$ cat src/rtl/pnp_key_pkg.sv
package pnp_key_pkg;

    // Detector phases: hunt for first zero, hunt for second zero,
    // matching key bytes, key accepted.
    typedef enum logic [1:0] {
        ST_HUNT0 = 2'd0,
        ST_HUNT1 = 2'd1,
        ST_MATCH = 2'd2,
        ST_OPEN  = 2'd3
    } key_state_e;

endpackage

$ cat src/rtl/pnp_key_port_match.sv
module pnp_key_port_match #(
    parameter int unsigned          ADDR_W   = 12,
    parameter logic [ADDR_W-1:0]    KEY_ADDR = 12'h279
) (
    input  logic              wr_en,
    input  logic [ADDR_W-1:0] wr_addr,
    output logic              hit
);
    always_comb begin
        hit = wr_en && (wr_addr == KEY_ADDR);
    end
endmodule

$ cat src/rtl/pnp_key_lfsr_step.sv
module pnp_key_lfsr_step #(
    parameter int unsigned W = 8
) (
    input  logic [W-1:0] cur,
    output logic [W-1:0] nxt
);
    // Feedback from the two low bits enters at the top; the rest shifts down.
    always_comb begin
        nxt = {cur[0] ^ cur[1], cur[W-1:1]};
    end
endmodule

$ cat src/rtl/pnp_key_seq.sv
module pnp_key_seq
    import pnp_key_pkg::*;
#(
    parameter int unsigned   W       = 8,
    parameter int unsigned   KEY_LEN = 32,
    parameter logic [W-1:0]  SEED    = 8'h6A
) (
    input  logic         clk,
    input  logic         rst_n,
    input  logic         hit,
    input  logic [W-1:0] data,
    input  logic         wait_cmd,
    output logic         unlocked
);
    localparam int unsigned     CNT_W    = (KEY_LEN > 1) ? $clog2(KEY_LEN) : 1;
    localparam logic [CNT_W-1:0] LAST_IDX = CNT_W'(KEY_LEN - 1);

    typedef struct packed {
        key_state_e      state;
        logic [CNT_W-1:0] idx;
        logic [W-1:0]     expect_b;
        logic             unlocked;
    } seq_t;

    seq_t         s_d, s_q;
    logic [W-1:0] step_w;
    logic         is_zero;
    logic         is_match;

    pnp_key_lfsr_step #(.W(W)) u_step (
        .cur (s_q.expect_b),
        .nxt (step_w)
    );

    always_comb begin
        is_zero  = (data == '0);
        is_match = (data == s_q.expect_b);
        s_d      = s_q;
        if (wait_cmd) begin
            s_d.state    = ST_HUNT0;
            s_d.idx      = '0;
            s_d.expect_b = SEED;
            s_d.unlocked = 1'b0;
        end else if (hit) begin
            unique case (s_q.state)
                ST_HUNT0: begin
                    if (is_zero) s_d.state = ST_HUNT1;
                end
                ST_HUNT1: begin
                    if (is_zero) begin
                        s_d.state    = ST_MATCH;
                        s_d.idx      = '0;
                        s_d.expect_b = SEED;
                    end else begin
                        s_d.state = ST_HUNT0;
                    end
                end
                ST_MATCH: begin
                    if (is_match) begin
                        if (s_q.idx == LAST_IDX) begin
                            s_d.state    = ST_OPEN;
                            s_d.unlocked = 1'b1;
                        end else begin
                            s_d.idx      = s_q.idx + CNT_W'(1);
                            s_d.expect_b = step_w;
                        end
                    end else if (is_zero) begin
                        // Extra preamble zero before the key keeps position;
                        // a zero inside the key starts a new preamble.
                        if (s_q.idx != '0) s_d.state = ST_HUNT1;
                    end else begin
                        s_d.state = ST_HUNT0;
                    end
                end
                ST_OPEN: begin
                    s_d = s_q;
                end
                default: s_d.state = ST_HUNT0;
            endcase
        end
    end

    always_ff @(posedge clk or negedge rst_n) begin
        if (!rst_n) begin
            s_q.state    <= ST_HUNT0;
            s_q.idx      <= '0;
            s_q.expect_b <= SEED;
            s_q.unlocked <= 1'b0;
        end else begin
            s_q <= s_d;
        end
    end

    assign unlocked = s_q.unlocked;
endmodule

$ cat src/rtl/pnp_key_detect.sv
module pnp_key_detect #(
    parameter int unsigned        ADDR_W   = 12,
    parameter logic [ADDR_W-1:0]  KEY_ADDR = 12'h279,
    parameter int unsigned        KEY_LEN  = 32,
    parameter logic [7:0]         SEED     = 8'h6A
) (
    input  logic              clk,
    input  logic              rst_n,
    input  logic              wr_en,
    input  logic [ADDR_W-1:0] wr_addr,
    input  logic [7:0]        wr_data,
    input  logic              wait_cmd,
    output logic              unlocked
);
    logic hit;

    pnp_key_port_match #(.ADDR_W(ADDR_W), .KEY_ADDR(KEY_ADDR)) u_match (
        .wr_en   (wr_en),
        .wr_addr (wr_addr),
        .hit     (hit)
    );

    pnp_key_seq #(.W(8), .KEY_LEN(KEY_LEN), .SEED(SEED)) u_seq (
        .clk      (clk),
        .rst_n    (rst_n),
        .hit      (hit),
        .data     (wr_data),
        .wait_cmd (wait_cmd),
        .unlocked (unlocked)
    );
endmodule

$ cat config.mk
export PLATFORM = sky130hd
export DESIGN_NAME = pnp_key_detect
export DESIGN_NICKNAME = d
export VERILOG_FILES = /design/src/rtl/pnp_key_pkg.sv /design/src/rtl/pnp_key_port_match.sv /design/src/rtl/pnp_key_lfsr_step.sv /design/src/rtl/pnp_key_seq.sv /design/src/rtl/pnp_key_detect.sv
export SDC_FILE = /design/constraint.sdc
export NUM_CORES = 1
export LEC_CHECK = 0
export CORE_MARGIN = 10
export CORE_UTILIZATION = 50
export DETAILED_ROUTE_END_ITERATION = 12
export PLACE_DENSITY_LB_ADDON = 0.12
export SYNTH_ARGS = -nofsm -noshare
export SYNTH_HDL_FRONTEND = slang
export SYNTH_SLANG_ARGS = --single-unit
$ cat constraint.sdc
create_clock -name clk -period 2.4 [get_ports clk]
set_input_delay 0.36 -clock clk [delete_from_list [all_inputs] [get_ports clk]]
set_output_delay 0.36 -clock clk [all_outputs]
set_load 0.1 [all_outputs]
Word level (Yosys, flattened, before mapping) --
Cells that the tools add are included. W data, S select, Z words.
Operators by class: add/sub/neg operators 1, eq/ne operators 13, muxes and demuxes 15, bitwise logic cells 1, reductions and logical operators 12
Operators by type and width (count):
- $mux W16 | 2
- $mux W13 | 2
- $pmux W13 S2 | 1
- $mux W14 | 1
- $eq A12 B10 Y1 const B | 1
- $mux W2 | 6
- $reduce_and A5 Y1 | 2
- $ne A3 B2 Y1 const B | 3
- $eq A8 B8 Y1 | 1
- $logic_not A8 Y1 | 1
- $reduce_bool A2 Y1 | 4
- $pmux W2 S3 | 1
- $add A5 B1 Y5 const B | 1
- $eq A5 B5 Y1 const B | 1
- $ne A5 B5 Y1 const B | 1
- $reduce_bool A5 Y1 | 1
- $eq A2 B2 Y1 const B | 2
- $ne A4 B4 Y1 const B | 1
- $reduce_and A4 Y1 | 1
- $ne A3 B3 Y1 const B | 1
- $reduce_bool A3 Y1 | 1
- $eq A2 B1 Y1 const B | 1
- $logic_not A2 Y1 | 1
- $mux W1 | 2
- other kinds (3) | 3
Storage, ports and cells: bits in registers 16, output and inout bits 1, logic and storage cells 46

Depth between registers and ports, before layout --
Gate-level depths: netlist of run 1.
depth after elaboration 7, depth in mapped cells 7

Hierarchy --
A second synthesis of run 1 with hierarchy kept.
Unflattened totals: cell total of the unflattened synthesis 124, area total of the unflattened synthesis 1183.6 um^2
By module, submodules not included:
- pnp_key_seq | times used 1, cells each 111, area each 1074.8 um^2, seq. area each 405.4 um^2
- pnp_key_lfsr_step | times used 1, cells each 8, area each 61.3 um^2, seq. area each 0.0 um^2
- pnp_key_port_match | times used 1, cells each 5, area each 47.5 um^2, seq. area each 0.0 um^2

Worst setup path before layout of run 1 --
Ideal clock, no wire load.
path type register to register, start point reg u_seq.s_q[9] in the netlist's numbering, end point reg u_seq.s_q[12] in the netlist's numbering, library setup time 0.077 ns, arrival 2.006 ns, slack 0.317 ns, stages on the path, launching flop included 8, buffers on the path 0, path through dfrtp_1 -> ha_1 -> and3_1 -> ha_1 -> nand2b_1 -> o32a_4 -> or4_1 -> a21oi_1
On the way: longest elaborated chain between the ends 6
RTL lines:
- from (decl) | line pnp_key_seq.sv:25 | seq_t s_d, s_q;
- $add A5 B1 Y5 | line pnp_key_seq.sv:64 | s_d.idx = s_q.idx + CNT_W'(1);
- $mux W13 | line pnp_key_seq.sv:60 | if (s_q.idx == LAST_IDX) begin
- $mux W14 | line pnp_key_seq.sv:59 | if (is_match) begin
- $pmux W13 S2 | line pnp_key_seq.sv:45 | unique case (s_q.state)
- $mux W16 | line pnp_key_seq.sv:44 | end else if (hit) begin
- $mux W16 | line pnp_key_seq.sv:39 | if (wait_cmd) begin
Several ways; a longest one is shown, not always the timed one. The select of a mux whose other input is x is not followed. A chain may end at the register's enable or synchronous reset.

Worst setup path in the final report of run 1 --
Ends and elaborated chain as after synthesis.

==> results of run 1 <==
==> area by class of cell <==
type                            instances  area [um^2]
Clock buffer                            4         36.3
Fill cell                             180          691
Inverter                                8         30.0
Multi-Input combinational cell         94          704
Sequential cell                        16          405
Tap cell                               28         35.0
Timing Repair Buffer                   32          310
==> stage by stage <==
step	utilization [%]	power, W	instances	hold slack (ps)
global route	68.8	0.000541	182	518
finish	68.8	0.000519	182	487
CTS	68.8	0.000524	182	505
floorplan	-	0.000294	121	64.4
detailed placement	67.1	0.000346	178	525
global placement	67.1	0.000345	178	503
==> logic make-up (layout without fill, tap and decap cells) <==
| logic type | count (synthesis) | count (layout) | share of synthesized area [%] |
|---|---|---|---|
| AO/OA/AOI/OAI | 23 | 23 | 15.1 |
| flip-flops | 16 | 16 | 35.2 |
| adder cells (fa/ha/maj) | 7 | 7 | 7.61 |
| AND/OR/NAND/NOR | 49 | 49 | 26.4 |
| buffers and inverters | 11 | 44 | 3.59 |
| XOR/XNOR | 9 | 9 | 6.85 |
| multiplexers | 6 | 6 | 5.22 |
==> report_power, final <==
| part | leakage [nW] | internal, W | switching (W) |
|---|---|---|---|
| logic | 0.355 | 0.0000453 | 0.0000258 |
| clock network | 0.0210 | 0.0000923 | 0.0000857 |
| registers | 0.210 | 0.000270 | 0.0000000000245 |
==> worst max-delay path: cells and delay by family, from the launching register on <==
kind                     cells  cell delay (ps)
AO/OA/AOI/OAI                2              500
adder cells (fa/ha/maj)      2              410
flip-flops                   1              420
AND/OR/NAND/NOR              3              810
==> final timing paths <==
| kind | start | endpoint | slack (ps) | cells after the start |
|---|---|---|---|---|
| setup / recovery | u_seq.s_q[9] | u_seq.s_q[12] | 190 | 7 |
| hold / removal | rst_n | u_seq.s_q[10] | 490 | 1 |
| setup reg to reg | u_seq.s_q[9] | u_seq.s_q[12] | 190 | 7 |
| hold reg to reg | u_seq.unlocked | u_seq.unlocked | 540 | 2 |
| max in group asynchronous | rst_n | u_seq.s_q[8] | 1470 | 1 |
| min in group clk | u_seq.unlocked | u_seq.unlocked | 540 | 2 |
==> state kept, by name (all words and copies together) (netlist names) <==
signal          count
u_seq.unlocked      1
u_seq.s_q          15
==> cell usage after synthesis, types with 3 or more instances <==
library cell / n
dfrtp_1: 12
nor2_1: 11
inv_1: 8
nand2b_1: 8
xnor2_1: 8
ha_1: 7
mux2i_1: 6
o21ai_0: 6
a21oi_1: 5
nand4_1: 5
dfstp_2: 4
nor3_1: 4
o31ai_1: 4
clkbuf_1: 3
nand2_1: 3
or4_1: 3
==> routing by layer <==
metal	vias up	GRT usage [%]
met2	25	22.9
met3	6	3.43
met5	-	0
met1	523	15.8
li1	513	-
met4	0	4.52
==> cells in the final DEF, fill, tap and decap left out, types with 2 or more instances in the layout <==
cell type	instances
buf_4	8
nor2_1	11
dfrtp_1	12
nand2b_1	8
nand3_1	2
xnor2_1	8
clkdlybuf4s50_1	23
nor4bb_1	2
nor3_1	4
or4_1	3
nand4_1	5
o31ai_1	4
ha_1	7
dfstp_2	4
o21ai_0	6
clkbuf_4	3
a21oi_1	5
nand2_1	3
nand4_2	2
nor4_2	2
mux2i_1	6
inv_1	8
==> impl_metrics.yaml, run 1 <==
yosys:
  synth.area.top_cells: "dfrtp_1, dfstp_2, ha_1"
  netlist.area_leader.share_pct: 26.1
  ys_warn_count: 0
  yosys.area.top_type: "dfrtp_1"
  syn_avg_cell_area_um2: 9.51
  synth_nets: 152
  synth_seq_cells: 16
  synth_cell_types: 36
  synthesis.area_um2: 1150
  synthArstFlopShare_pct: 100
  syn_inst: 121
  synth-main-ff-cell: "dfrtp_1"
  ys_seq_area_share_pct: 35.2
  synth_edf_count: 0
finish:
  insertedDiodeCount: 0
  drive_above_1_share_pct: 16.2
  final_area_um2: 1520
  area_delta_synth_final_pct: 32.2
  finalNetCount: 186
setup_path:
  cp.arrival_ps: 2440
  cp_max_fo: 8
  path_class: "reg -> reg"
  endpoint_kind: "flop"
  slowest_delay_ps: 470
  crit_path_start_kind: "flop"
  cp.required_ps: 2620
  cp_cell_sequence: "ha_1 -> and3_1 -> ha_1 -> nand2b_1 -> o32a_4 -> or4_1 -> a21oi_1"
  crit_slowest_cell: "or4_1"
  worst_path_most_repeated_cell: "ha_1"
min_path:
  hold_path.class: "in -> async"
routing:
  drc: 0
  top_layer: "met4"
  wl_met2_mm: 1.43
  dr_wl_met3_um: 163
  met1Wirelength_mm: 1.30
  wl_mm: 2.93
  vias: 1067
  drt_pre_antenna_iters: 4
  post_drt_wl_per_cell_um: 16.1
  post_drt_via_cell_ratio: 5.86
  antenna_left: 0
  drtIter0Drc: 22
grt:
  grt_pass1_vias: 1089
  antenna_found_initial: 0
  grt-ovfl-total: 0
  grt_max_degree: 18
  grtUsageTotal_pct: 13.4
  grt_pass1_wl_mm: 4.91
floorplanning:
  coreArea_um2: 2210
  die-area_um2: 4620
  ioPinCount: 25
  rows: 17
  start_util_pct: 52.0
  die_w_um: 68.0
  die_y_um: 68.0
power:
  powerDensity_nw_per_um2: 341
  max-vdd-ir-drop_mv: 0.350
  p_leak_nw: 0.586
clocking:
  clockBufferDepth: 2
  clk_latency_ps: 290
  holdBufCountCts: 0
  cts_root_buffer: "clkbuf_4"
  ctsResizeCount: 0
  cts_setup_buffers: 0
  numCtsBuffers: 3
  cts_tree: "done"
  path_clk_slew_ps: 100
  htree_levels: 1
  cts_sinks: 16
sta:
  worst-slew-pin-transition_ps: 702
  hold_viol_final: 0
  finalSetupViolCount: 0
  setup_ws_ps: 186
  grt_setup_unrepaired: "no"
  fin_crit_sh_pct: 92.3
  setup_tns_ps: 0
  fin_worst_skew_ps: 4.59
  relSlewSlack_pct: 53.0
  period_needed_ps: 2210
  drv_slew: 0
  max_freq_ghz: 0.452
placement:
  hpwlAfterDp_mm: 2.40
  io_buffer_count: 24
  dp_slack_ps: -3.51
  place_area_um2: 1490
  routabilityCongestion: 0.862
run:
  cap_viol_max_count: 0
outcome:
  status: "complete, no violations"
(Power assumes the default switching activity.)
==> run 2, diff against run 1 <==
Settings changed: PLACE_DENSITY set to 0.79, PLACE_DENSITY_LB_ADDON 0.12 to not set.
==> run 2 against run 1 <==
  * Power shrank 0.50%
  * Critical path depth unchanged
  * Clock power about the same
  * Critical endpoint unchanged
  * Final cell count rose by 0.55%
  * Utilization is 0.23 points lower
  * Via count shrank 1.2%
  * Hold slack improved by 21 ps
  * Register-to-register slack worse by 60 ps
==> impl_metrics.yaml, run 2 (synthesis results as in run 1) <==
finish:
  final-seq-area_um2: 405
  finalNetCount: 187
  layout_common_cells: "clkdlybuf4s50_1, dfrtp_1, nor2_1"
  drive_above_1_share_pct: 16.8
  postLayoutCoreUtil_pct: 68.6
  reg_top3: "u_seq.s_q (15), u_seq.unlocked (1)"
  layout.cells.most_common: "clkdlybuf4s50_1"
  fillCellCount: 187
  area_delta_synth_final_pct: 31.7
  regMostFlops: "u_seq.s_q"
  insertedDiodeCount: 0
  largest_register_ffs: 15
  multi_input_area_um2: 704
routing:
  met1Wirelength_mm: 1.33
  vias: 1054
  top_layer: "met4"
  drc: 0
  post_drt_wl_per_cell_um: 16.8
  antenna_left: 0
  dr_wl_met3_um: 196
  wl_mm: 3.08
  wl_met2_mm: 1.52
  drtIter0Drc: 51
  drt_pre_antenna_iters: 4
  post_drt_via_cell_ratio: 5.76
sta:
  finalSetupViolCount: 0
  hold_viol_final: 0
  fin_crit_sh_pct: 94.7
  setup_tns_ps: 0
  period_needed_ps: 2270
  grt_setup_unrepaired: "no"
  fin_worst_skew_ps: 3.52
  drv_slew: 0
  worst-slew-pin-transition_ps: 741
  relSlewSlack_pct: 50.5
  max_freq_ghz: 0.440
  worst_hold_slack_ps: 508
setup_path:
  crit_path_start_kind: "flop"
  cp_max_fo: 8
  cp.arrival_ps: 2490
  endpoint_kind: "flop"
  cp_cell_sequence: "ha_1 -> and3_1 -> ha_1 -> nand2b_1 -> o32a_4 -> or4_1 -> a21oi_1"
  path_buf_inv: 0
  path_class: "reg -> reg"
  cp.required_ps: 2610
  crit_family: "simple AND/OR/NAND/NOR gates"
  crit_slowest_cell: "or4_1"
  slowest_delay_ps: 490
  worst_path_most_repeated_cell: "ha_1"
clocking:
  cts_root_buffer: "clkbuf_4"
  clk_latency_ps: 280
  cts_tree: "done"
  numCtsBuffers: 3
  path_clk_slew_ps: 90
  ctsResizeCount: 0
  holdBufCountCts: 0
  clockBufferDepth: 2
  cts_sinks: 16
  cts_setup_buffers: 0
  htree_levels: 1
floorplanning:
  die_w_um: 68.0
  start_util_pct: 52.0
  die_y_um: 68.0
  ioPinCount: 25
  die-area_um2: 4620
  coreArea_um2: 2210
  rows: 17
run:
  cap_viol_max_count: 0
placement:
  routabilityCongestion: 0.843
  io_buffer_count: 24
  hpwlAfterDp_mm: 2.49
grt:
  grt_pass1_wl_mm: 5.21
  grtUsageTotal_pct: 14.2
  grt-ovfl-total: 0
  grt_pass1_vias: 1130
  grt_max_degree: 22
  antenna_found_initial: 0
min_path:
  hold_path.class: "in -> async"
power:
  p_leak_nw: 0.589
  max-vdd-ir-drop_mv: 0.310
  powerDensity_nw_per_um2: 340
outcome:
  status: "complete, no violations"
[run 2: changes by cell type in the layout (fill, tap and decap cells not counted), sizes merged]
cell / delta
buf: +1
[run 2: cell type report]
type | instances | share of cell area (%)
timing repair buffer | 33 | 20.1
tap | 28 | 2.31
inverter | 8 | 1.98
sequential | 16 | 26.7
clock buffer | 4 | 2.39
multi-input combinational | 94 | 46.5
[run 2: path summary, 6_finish.rpt]
kind	startpoint	to	slack [ps]	cells past startpoint
min reg2reg	u_seq.unlocked	u_seq.unlocked	510	2
min in group clk	u_seq.unlocked	u_seq.unlocked	510	2
max reg2reg	u_seq.s_q[9]	u_seq.s_q[12]	130	7
max in group asynchronous	rst_n	u_seq.s_q[12]	1430	1
max	u_seq.s_q[9]	u_seq.s_q[12]	130	7
min	rst_n	u_seq.s_q[3]	510	1
[run 2: metal layers]
metal	GRT usage, %	vias up
li1	-	517
met1	17.6	497
met2	24.0	36
met3	3.59	4
met4	3.77	0
met5	0	-
[run 2: per-stage QoR]
step	cell area, um^2	setup slack (ps)	instances	total power [W]
after CTS	1520	133	183	0.000523
after detailed placement	1480	8.68	179	0.000347
after global placement	1480	82.3	179	0.000345
after global routing	1520	71.1	183	0.000543
after floorplan	1150	317	121	0.000294
final	1520	127	183	0.000516
[run 2: power by group]
part	internal, W	switching (W)
Sequential	0.000270	0.0000000000231
Clock	0.0000923	0.0000825
Combinational	0.0000454	0.0000264
Total	0.000407	0.000109
==> run 3, diff against run 2 <==
Settings changed: ABC_CLOCK_PERIOD_IN_PS set to 2400, SLEW_MARGIN set to 20, TNS_END_PERCENT set to 1.
==> results of run 3 <==
Final layout, timing and power as in run 2 (identical DEF).
